$ cat config.mk
export PLATFORM = sky130hd
export DESIGN_NAME = bitband_bridge
export DESIGN_NICKNAME = d
export VERILOG_FILES = /design/src/rtl/bb_pkg.sv /design/src/rtl/bb_alias_decode.sv /design/src/rtl/bb_bit_merge.sv /design/src/rtl/bb_seq.sv /design/src/rtl/bitband_bridge.sv
export SDC_FILE = /design/constraint.sdc
export NUM_CORES = 1
export LEC_CHECK = 0
export BUFFER_PORTS_ARGS = -buffer_cell sky130_fd_sc_hd__buf_2
export CORE_MARGIN = 4
export CORE_UTILIZATION = 46
export CTS_CLUSTER_DIAMETER = 60
export DETAILED_ROUTE_END_ITERATION = 8
export PLACE_DENSITY_LB_ADDON = 0.2
export SETUP_SLACK_MARGIN = 0.4
export SYNTH_ARGS = -nofsm -noshare
export SYNTH_HDL_FRONTEND = slang
export SYNTH_HIERARCHICAL = 1
export SYNTH_SLANG_ARGS = --single-unit
$ cat constraint.sdc
create_clock -name clk -period 2.13 [get_ports clk]
set_input_delay 0.1065 -clock clk [delete_from_list [all_inputs] [get_ports clk]]
set_output_delay 0.1065 -clock clk [all_outputs]
set_load 0.03 [all_outputs]
$ cat src/rtl/bb_pkg.sv
package bb_pkg;

  typedef enum logic [2:0] {
    ST_IDLE,
    ST_PASS,
    ST_AREAD,
    ST_AWRITE,
    ST_DONE
  } bb_state_e;

endpackage

$ cat src/rtl/bb_alias_decode.sv
module bb_alias_decode #(
  parameter int ADDR_W  = 32,
  parameter int DATA_W  = 32,
  parameter int DREG_W  = 20,
  parameter int NUM_WIN = 2,
  parameter logic [NUM_WIN-1:0][ADDR_W-1:0] ALIAS_BASE = {32'h4200_0000, 32'h2200_0000},
  parameter logic [NUM_WIN-1:0][ADDR_W-1:0] DATA_BASE  = {32'h4000_0000, 32'h2000_0000},
  localparam int BIT_W  = $clog2(DATA_W),
  localparam int BYTE_W = $clog2(DATA_W / 8),
  localparam int AL_W   = DREG_W + BIT_W
) (
  input  logic [ADDR_W-1:0] addr,
  output logic              hit,
  output logic [ADDR_W-1:0] real_addr,
  output logic [BIT_W-1:0]  bit_idx
);

  logic [NUM_WIN-1:0]             win_hit;
  logic [NUM_WIN-1:0][ADDR_W-1:0] win_addr;
  logic [AL_W-1:0]                off;

  // Window bases are aligned to the window size, so the offset is a slice.
  assign off = addr[AL_W-1:0];

  for (genvar w = 0; w < NUM_WIN; w++) begin : g_win
    logic [DREG_W-1:0] word_off;
    assign win_hit[w]  = (addr[ADDR_W-1:AL_W] == ALIAS_BASE[w][ADDR_W-1:AL_W]);
    assign word_off    = DREG_W'((off >> (BIT_W + BYTE_W)) << BYTE_W);
    assign win_addr[w] = DATA_BASE[w] | {{(ADDR_W-DREG_W){1'b0}}, word_off};
  end

  always_comb begin
    hit       = 1'b0;
    real_addr = '0;
    for (int w = 0; w < NUM_WIN; w++) begin
      if (win_hit[w] && !hit) begin
        hit       = 1'b1;
        real_addr = win_addr[w];
      end
    end
  end

  assign bit_idx = BIT_W'(off >> BYTE_W);

  always_comb begin
    assert_align_R10 : assert (!hit || real_addr[BYTE_W-1:0] == '0)
      else $error("alias real address not word aligned");
  end

endmodule

$ cat src/rtl/bb_bit_merge.sv
module bb_bit_merge #(
  parameter int DATA_W = 32,
  localparam int BIT_W = $clog2(DATA_W)
) (
  input  logic [DATA_W-1:0] word,
  input  logic [BIT_W-1:0]  bit_idx,
  input  logic              new_val,
  output logic [DATA_W-1:0] merged,
  output logic              picked
);

  for (genvar i = 0; i < DATA_W; i++) begin : g_bit
    assign merged[i] = (bit_idx == BIT_W'(i)) ? new_val : word[i];
  end

  assign picked = word[bit_idx];

endmodule

$ cat src/rtl/bb_seq.sv
module bb_seq
  import bb_pkg::*;
#(
  parameter int ADDR_W = 32,
  parameter int DATA_W = 32,
  localparam int BIT_W = $clog2(DATA_W)
) (
  input  logic              clk,
  input  logic              rst,
  input  logic              up_req,
  input  logic              up_we,
  input  logic [ADDR_W-1:0] up_addr,
  input  logic [DATA_W-1:0] up_wdata,
  output logic              up_ready,
  output logic [DATA_W-1:0] up_rdata,
  input  logic              dec_hit,
  input  logic [ADDR_W-1:0] dec_addr,
  input  logic [BIT_W-1:0]  dec_bit,
  output logic [BIT_W-1:0]  op_bit,
  output logic              op_val,
  input  logic [DATA_W-1:0] mrg_word,
  input  logic              mrg_bit,
  output logic              dn_req,
  output logic              dn_we,
  output logic [ADDR_W-1:0] dn_addr,
  output logic [DATA_W-1:0] dn_wdata,
  input  logic              dn_ready,
  input  logic [DATA_W-1:0] dn_rdata,
  output logic              dn_lock
);

  bb_state_e st;
  logic      op_we;

  always_ff @(posedge clk) begin
    if (rst) begin
      st       <= ST_IDLE;
      up_ready <= 1'b0;
      up_rdata <= '0;
      dn_req   <= 1'b0;
      dn_we    <= 1'b0;
      dn_addr  <= '0;
      dn_wdata <= '0;
      dn_lock  <= 1'b0;
      op_we    <= 1'b0;
      op_bit   <= '0;
      op_val   <= 1'b0;
    end else begin
      case (st)
        ST_IDLE: begin
          if (up_req) begin
            op_we  <= up_we;
            op_bit <= dec_bit;
            op_val <= up_wdata[0];
            dn_req <= 1'b1;
            if (dec_hit) begin
              dn_addr <= dec_addr;
              dn_we   <= 1'b0;
              dn_lock <= up_we;
              st      <= ST_AREAD;
            end else begin
              dn_addr  <= up_addr;
              dn_we    <= up_we;
              dn_wdata <= up_wdata;
              st       <= ST_PASS;
            end
          end
        end
        ST_PASS: begin
          if (dn_ready) begin
            dn_req   <= 1'b0;
            dn_we    <= 1'b0;
            up_rdata <= op_we ? '0 : dn_rdata;
            up_ready <= 1'b1;
            st       <= ST_DONE;
          end
        end
        ST_AREAD: begin
          if (dn_ready) begin
            if (op_we) begin
              dn_we    <= 1'b1;
              dn_wdata <= mrg_word;
              st       <= ST_AWRITE;
            end else begin
              dn_req   <= 1'b0;
              up_rdata <= {{(DATA_W-1){1'b0}}, mrg_bit};
              up_ready <= 1'b1;
              st       <= ST_DONE;
            end
          end
        end
        ST_AWRITE: begin
          if (dn_ready) begin
            dn_req   <= 1'b0;
            dn_we    <= 1'b0;
            dn_lock  <= 1'b0;
            up_rdata <= '0;
            up_ready <= 1'b1;
            st       <= ST_DONE;
          end
        end
        ST_DONE: begin
          up_ready <= 1'b0;
          st       <= ST_IDLE;
        end
        default: st <= ST_IDLE;
      endcase
    end
  end

  assert_ready_pulse_R8 : assert property (@(posedge clk) disable iff (rst)
    up_ready |=> !up_ready);

  assert_hold_R9 : assert property (@(posedge clk) disable iff (rst)
    (dn_req && !dn_ready) |=> (dn_req && $stable(dn_addr) && $stable(dn_we) && $stable(dn_wdata)));

  assert_rmw_onebit_R6 : assert property (@(posedge clk) disable iff (rst)
    (st == ST_AREAD && dn_ready && op_we) |=>
      (dn_req && dn_we && $stable(dn_addr) && $countones(dn_wdata ^ $past(dn_rdata)) <= 1));

  assert_lock_release_R7 : assert property (@(posedge clk) disable iff (rst)
    $fell(dn_lock) |-> $past(dn_req && dn_we && dn_ready));

  assert_lock_start_R7 : assert property (@(posedge clk) disable iff (rst)
    $rose(dn_lock) |-> (dn_req && !dn_we));

endmodule

$ cat src/rtl/bitband_bridge.sv
module bitband_bridge #(
  parameter int ADDR_W  = 32,
  parameter int DATA_W  = 32,
  parameter int DREG_W  = 20,
  parameter int NUM_WIN = 2,
  parameter logic [NUM_WIN-1:0][ADDR_W-1:0] ALIAS_BASE = {32'h4200_0000, 32'h2200_0000},
  parameter logic [NUM_WIN-1:0][ADDR_W-1:0] DATA_BASE  = {32'h4000_0000, 32'h2000_0000}
) (
  input  logic              clk,
  input  logic              rst,
  input  logic              up_req,
  input  logic              up_we,
  input  logic [ADDR_W-1:0] up_addr,
  input  logic [DATA_W-1:0] up_wdata,
  output logic              up_ready,
  output logic [DATA_W-1:0] up_rdata,
  output logic              dn_req,
  output logic              dn_we,
  output logic [ADDR_W-1:0] dn_addr,
  output logic [DATA_W-1:0] dn_wdata,
  input  logic              dn_ready,
  input  logic [DATA_W-1:0] dn_rdata,
  output logic              dn_lock
);

  localparam int BIT_W = $clog2(DATA_W);

  logic              dec_hit;
  logic [ADDR_W-1:0] dec_addr;
  logic [BIT_W-1:0]  dec_bit;
  logic [BIT_W-1:0]  op_bit;
  logic              op_val;
  logic [DATA_W-1:0] mrg_word;
  logic              mrg_bit;

  bb_alias_decode #(
    .ADDR_W(ADDR_W), .DATA_W(DATA_W), .DREG_W(DREG_W), .NUM_WIN(NUM_WIN),
    .ALIAS_BASE(ALIAS_BASE), .DATA_BASE(DATA_BASE)
  ) u_dec (
    .addr(up_addr), .hit(dec_hit), .real_addr(dec_addr), .bit_idx(dec_bit)
  );

  bb_bit_merge #(.DATA_W(DATA_W)) u_mrg (
    .word(dn_rdata), .bit_idx(op_bit), .new_val(op_val),
    .merged(mrg_word), .picked(mrg_bit)
  );

  bb_seq #(.ADDR_W(ADDR_W), .DATA_W(DATA_W)) u_seq (
    .clk(clk), .rst(rst),
    .up_req(up_req), .up_we(up_we), .up_addr(up_addr), .up_wdata(up_wdata),
    .up_ready(up_ready), .up_rdata(up_rdata),
    .dec_hit(dec_hit), .dec_addr(dec_addr), .dec_bit(dec_bit),
    .op_bit(op_bit), .op_val(op_val),
    .mrg_word(mrg_word), .mrg_bit(mrg_bit),
    .dn_req(dn_req), .dn_we(dn_we), .dn_addr(dn_addr), .dn_wdata(dn_wdata),
    .dn_ready(dn_ready), .dn_rdata(dn_rdata), .dn_lock(dn_lock)
  );

endmodule

==> results of run 1 <==
[per-stage QoR]
step                      cells  cell area, sq um  utilization (%)  worst slack [ns]
after floorplan             668              5770                -            0.0493
after detailed placement    984              6780             56.2           -0.0693
after global placement      984              6780             56.2           -0.0273
after CTS                  1000              7090             58.8           -0.0489
final                      1014              7540             62.5           -0.0776
after global routing       1014              7540             62.5            -0.153
[layout by cell type (no fill, tap or decap), types with 25 or more instances in the layout]
cell type	netlist	routed
buf_4	27	30
a21oi_1	39	39
nor3_1	40	25
nand2_1	60	59
o22ai_1	32	27
nand3_1	40	40
nor2_1	84	68
a211oi_1	33	33
mux2i_1	32	32
buf_2	17	199
dfxtp_1	110	101
mux2_2	32	28
[logic make-up (layout without fill, tap and decap cells)]
logic type / Yosys count / count (layout) / share of synthesized area [%]
simple gates: 273 / 274 / 23.6
compound gates: 115 / 115 / 13.1
flops: 110 / 110 / 38.7
buf+inv: 82 / 259 / 8.18
mux: 75 / 75 / 16.2
other cells: 1 / 12 / 0.0659
xor+xnor: 1 / 1 / 0.154
[cell usage after synthesis (2+ instances only)]
master    instances  area share [%]
dfxtp_1         110              39
nor2_1           84             5.5
nand2_1          60             4.0
nand3_1          40             3.5
nor3_1           40             3.5
a21oi_1          39             3.4
a211oi_1         33             4.4
mux2_2           32             6.3
mux2i_1          32             5.6
o22ai_1          32             3.5
clkbuf_1         28             1.8
buf_4            27             3.6
nor4b_1          19             2.9
buf_2            17             1.5
mux4_2            9             3.6
nor2b_1           6            0.66
nor3b_1           5            0.66
buf_1             3            0.20
inv_1             3            0.20
nand3b_1          3            0.40
and3_1            2            0.22
buf_6             2            0.40
clkbuf_8          2            0.48
nand2b_1          2            0.22
nand4_1           2            0.22
nand4b_1          2            0.31
nor4_1            2            0.22
nor4b_2           2            0.53
[power by group]
group          total [mW]  internal (mW)  switching, mW
Sequential           2.33           2.21          0.122
Clock                1.50          0.786          0.719
Combinational        1.39          0.526          0.863
[metal layers]
layer	vias to the layer above	track usage, %	share of wire (%)	routed length, um
met3	31	5.41	9.6	1820
met5	-	0	0	0
met4	0	8.62	2.2	410
met2	297	37.4	45	8610
met1	2680	34.3	43	8160
li1	2697	-	-	-
[how the worst max path moves through the flow]
stage	slack, ns	to	from	cells after the start
2_1_floorplan	0.05	u_seq/up_rdata[0]	u_seq/op_bit[1]	6
3_3_place_gp	-0.03	u_seq/up_rdata[0]	u_seq/op_bit[1]	5
3_5_place_dp	-0.07	u_seq/up_rdata[0]	u_seq/op_bit[1]	6
4_1_cts	-0.05	u_seq/up_rdata[0]	u_seq/op_bit[1]	6
5_1_grt	-0.15	u_seq/up_rdata[0]	u_seq/op_bit[1]	6
6_report	-0.08	u_seq/up_rdata[0]	u_seq/op_bit[1]	6
[final cells by class]
type,instances,area share [%]
multi-input cells,477,45.1
flip-flops and latches,110,29.5
repair buffers,241,19.1
clock buffers,13,3.19
well taps,168,2.79
inverters,3,0.149
clock inverters,2,0.133
[worst max-delay path: cells and delay by family, from the launching register on]
family,cells,cell delay (ns)
DFF,1,0.41
buffers and inverters,1,0.13
and+or+nand+nor,1,0.06
AOI/OAI and AO/OA,1,0.20
muxes,3,1.27
[registers in the layout, indices dropped and copies added, names as in the netlist]
name            flops
u_seq/dn_wdata     32
u_seq/op_bit        5
u_seq/st            3
u_seq/up_rdata     32
u_seq/dn_lock       1
u_seq/op_we         1
u_seq/up_ready      1
u_seq/dn_addr      32
u_seq/dn_req        1
u_seq/dn_we         1
u_seq/op_val        1
[repair_timing]
| item | in CTS | in global routing |
|---|---|---|
| resized for setup | 16 | 72 |
| buffers inserted | 1 | 10 |
| setup endpoints to repair | 61 | 66 |
| gates cloned | 0 | 4 |
| pin swaps | 0 | 21 |
==> metrics.txt, run 1 <==
vias in the first global route=5336; post-synth cell types=47; GPL Wtd Cong=0.865; CTS tree=yes; Final Setup Violations=1; most frequent CP cell=mux4_2; number of buffers created by CTS=9; WHS Endpoint=u_seq/op_bit[4]; cell count after synthesis=657; synthesis-stage register bit count=110; Antenna diodes=0; Setup Skew=0.00995 ns; hold slack=0.0230 ns; slew margin rel.=64.3%; Worst R2R Path Depth=6; worst r2r src=u_seq/op_bit[1]; I/O pin total=201; CP cell instances=buf_6 -> mux4_2 -> mux4_2 -> mux2_4 -> a311oi_2 -> nor3_1; Synth Flop Type=dfxtp_1; Post-Syn Area=0.00569 sq mm; area occupied by multi-input gates=0.00340 sq mm; Die Area=0.0142 sq mm; R2R Setup Slk=-0.08 ns; gr usage total=24.6%; Crit path arrival time=2.42 ns; Clock Latency Late Sink=0.34 ns; synth warn=6; cts hold-fix bufs=0; Crit Path Max Fanout=6; Cell Rows=40; R2R Path End=u_seq/up_rdata[0]; worst-margin pin slew=0.535 ns; slowest CP cell=mux4_2; DRT Pass-1 Iters=7; PortBufs=200; asr flop ratio synth=0%; critical path endpoint category=register; first-pass GRT wire length=28200 um; critical path class=register to register; layout cell share with drive strength beyond 1=42.8%; Fmax achieved=453 MHz; # Max-Cap Violations=0; pin count of the biggest net entering global routing=74; post-layout min period=2.21 ns; CTS root buffer=clkbuf_16; initial antenna violation count=0; RSZ-0062 raised after global routing=yes; setup TNS=-0.0776 ns; total power per unit cell area=693 mW/mm^2; routed len/inst=18.7 um; DIE WIDTH=119 um; violated checks=negative setup slack; final net count=943; CP required=2.34 ns; hpwl dp=13300 um; number of synthesized flops with an enable pin=0; Lkg Pwr=3.09 nW; startpoint types=register; vias=5705; CP max stage delay=0.49 ns; clk buf depth=2; Pins Over Slew Limit=0; Tot Pwr=5.23 mW; Mapped Avg Cell Area=8.66 sq um; routed wire length=19000 um; worst hold path cell count=3; Storage cell area=0.00223 sq mm; Num Clock Sinks=110; final setup margin=-0.0776 ns; number of H-tree levels=3; Hold Crit Start=up_addr[6]; DIE HEIGHT=119 um; Final period util=104%; worst hold path type=primary input to register; fillers=1051; Seq/Total Area, Yosys=38.7%; status=complete, but fails checks; core footprint=0.0121 sq mm; peak supply drop=0.000375 V; Residual DRC=0; vias per std cell=5.63; initial DRC count=605; Fin. Hold Viols=0; Initial Util=47.2%; Area Growth Syn to Fin=32.5%; GRT overflow=0; Clk pin slew, worst setup/hold paths=0.07 ns; DRT antenna net count=0
Note: power is estimated with default switching activity, not from simulation.
==> inputs of run 2 (changes only) <==
Settings changed: REMOVE_ABC_BUFFERS set to 1.
==> run 2 against run 1 <==
The flow still finishes with violations (negative setup slack). Clock skew decreased by 0.0070 ns. Sequential share of layout area shrank 0.31 points. Count of clock-buffer cells in the layout is 1 lower. Maximum frequency down 0.43%. Hold slack worse by 0.012 ns. First-iteration DRC count shrank 27%. Sequential power hardly changed. Combinational power is essentially flat. Via count rose by 0.32%. Critical endpoint unchanged. Largest cell class unchanged. Largest power group unchanged.
==> metrics.txt, run 2 (synthesis gave the netlist of run 1 again) <==
Final Setup Violations=1; Clock Power Share=31.8%; hold slack=0.0106 ns; GPL Wtd Cong=0.897; Storage cell area=0.00222 sq mm; gr usage total=24.4%; final net count=945; R2R Path End=u_seq/up_rdata[0]; Residual DRC=0; status=complete, but fails checks; worst hold path cell count=3; GRT overflow=0; DRT Pass-1 Iters=5; peak supply drop=0.000330 V; I/O pin total=201; Initial Util=47.2%; DIE WIDTH=119 um; core footprint=0.0121 sq mm; worst r2r src=u_seq/op_bit[1]; post-layout min period=2.22 ns; RSZ-0062 raised after global routing=yes; layout cell share with drive strength beyond 1=41.7%; vias=5723; Hold Crit Start=up_addr[5]; final setup margin=-0.0872 ns; total power per unit cell area=715 mW/mm^2; PortBufs=200; critical path class=register to register; initial antenna violation count=1; Lkg Pwr=3.15 nW; Final period util=104%; Fin. Hold Viols=0; CTS root buffer=clkbuf_16; Cell Rows=40; sequential share of power=42.8%; Area Growth Syn to Fin=33.5%; R2R Setup Slk=-0.09 ns; Worst R2R Path Depth=6; top flop regs=u_seq/dn_addr: 32 flops, u_seq/dn_wdata: 32 flops, u_seq/up_rdata: 32 flops; Comb pwr share=25.4%; vias per std cell=5.62; Sw Share=31.6%; worst hold path type=primary input to register; Switch Pwr=1.72 mW; pin count of the biggest net entering global routing=44; DIE HEIGHT=119 um; number of H-tree levels=3; Crit path arrival time=2.44 ns; most frequent cells in the layout=199 x buf_2, 104 x dfxtp_1, 82 x nor2_1, 58 x nand2_1, 39 x a21oi_1; Fmax achieved=451 MHz; area occupied by multi-input gates=0.00339 sq mm; setup TNS=-0.0872 ns; clk buf depth=2; Setup Skew=0.00292 ns; vias in the first global route=5478; CTS tree=yes; violated checks=negative setup slack; fillers=1051; DRT antenna net count=0; Die Area=0.0142 sq mm; critical path endpoint category=register; Crit Path Max Fanout=7; CP required=2.35 ns; WHS Endpoint=u_seq/op_bit[3]; first-pass GRT wire length=28200 um; DP Worst Slack=-0.298 ns; # Max-Cap Violations=0; commonest non-fill, non-tap cell in the layout=buf_2; Num Clock Sinks=110; Clock Latency Late Sink=0.35 ns; routed wire length=18300 um; Pins Over Slew Limit=0; routed len/inst=18.0 um; number of buffers created by CTS=9; cts hold-fix bufs=0; hpwl dp=13000 um; initial DRC count=443; startpoint types=register; Clk pin slew, worst setup/hold paths=0.07 ns; Pint=3.71 mW
run 2: cell types whose count changed in the layout (fill, tap and decap cells not counted), sizes merged:
cell	before	now
bufinv	0	1
diode	0	1
clkinv	2	3
nor2	85	84
clkbuf	15	12
buf	239	244
run 2: worst max-delay path by stage:
stage	from	endpoint	slack (ns)
2_1_floorplan	up_addr[28]	u_seq/dn_wdata[10]	-3.12
6_report	u_seq/op_bit[1]	u_seq/up_rdata[0]	-0.09
3_3_place_gp	u_seq/op_bit[1]	u_seq/up_rdata[0]	-0.22
4_1_cts	u_seq/op_bit[1]	u_seq/up_rdata[0]	-0.07
3_5_place_dp	u_seq/op_bit[1]	u_seq/up_rdata[0]	-0.30
5_1_grt	u_seq/op_bit[1]	u_seq/up_rdata[0]	-0.14
run 2: area by class of cell:
class,instances,share of cell area (%)
clock inverter,4,0.593
inverter,3,0.148
clock buffer,12,3.38
timing repair buffer,244,19.2
sequential,110,29.2
antenna,1,0.0329
multi-input combinational,476,44.6
tap,168,2.77
run 2: routing by layer:
| metal | up-vias | global-route usage (%) | wire length, um |
|---|---|---|---|
| met4 | 0 | 11.3 | 539 |
| met1 | 2753 | 31.2 | 7630 |
| met3 | 37 | 5.56 | 1330 |
| met5 | - | 0 | 0 |
| li1 | 2713 | - | - |
| met2 | 220 | 39.2 | 8840 |
run 2: critical path, stage by stage, from the launching register on:
cell and delay (ns):
dfxtp_4 0.40, buf_6 0.14, mux4_2 0.50, mux4_2 0.48, mux2_4 0.29, a311oi_2 0.22, nor3_1 0.07
run 2: per-stage QoR:
step           utilization [%]  cells  power [mW]  instance area [sq um]
6_report                  63.0   1018        5.43                   7600
5_1_grt                   63.0   1018        5.64                   7600
4_1_cts                   60.4   1012        5.37                   7280
3_3_place_gp              56.9    990        3.60                   6860
2_1_floorplan                -    589        3.11                   5280
3_5_place_dp              56.9    990        3.63                   6860
run 2: timing repair:
item,in CTS,in global routing
buffers inserted,6,5
pin swaps,3,20
cloned,0,0
resized for setup,21,56
endpoints found under the setup margin,41,23
run 2: power by group through the flow:
stage | logic, mW | clock network, mW | registers, mW
6_report | 1.38 | 1.73 | 2.32
5_1_grt | 1.47 | 1.83 | 2.34
4_1_cts | 1.30 | 1.76 | 2.32
3_5_place_dp | 1.27 | 0 | 2.36
3_3_place_gp | 1.25 | 0 | 2.35
2_1_floorplan | 0.463 | 0 | 2.65
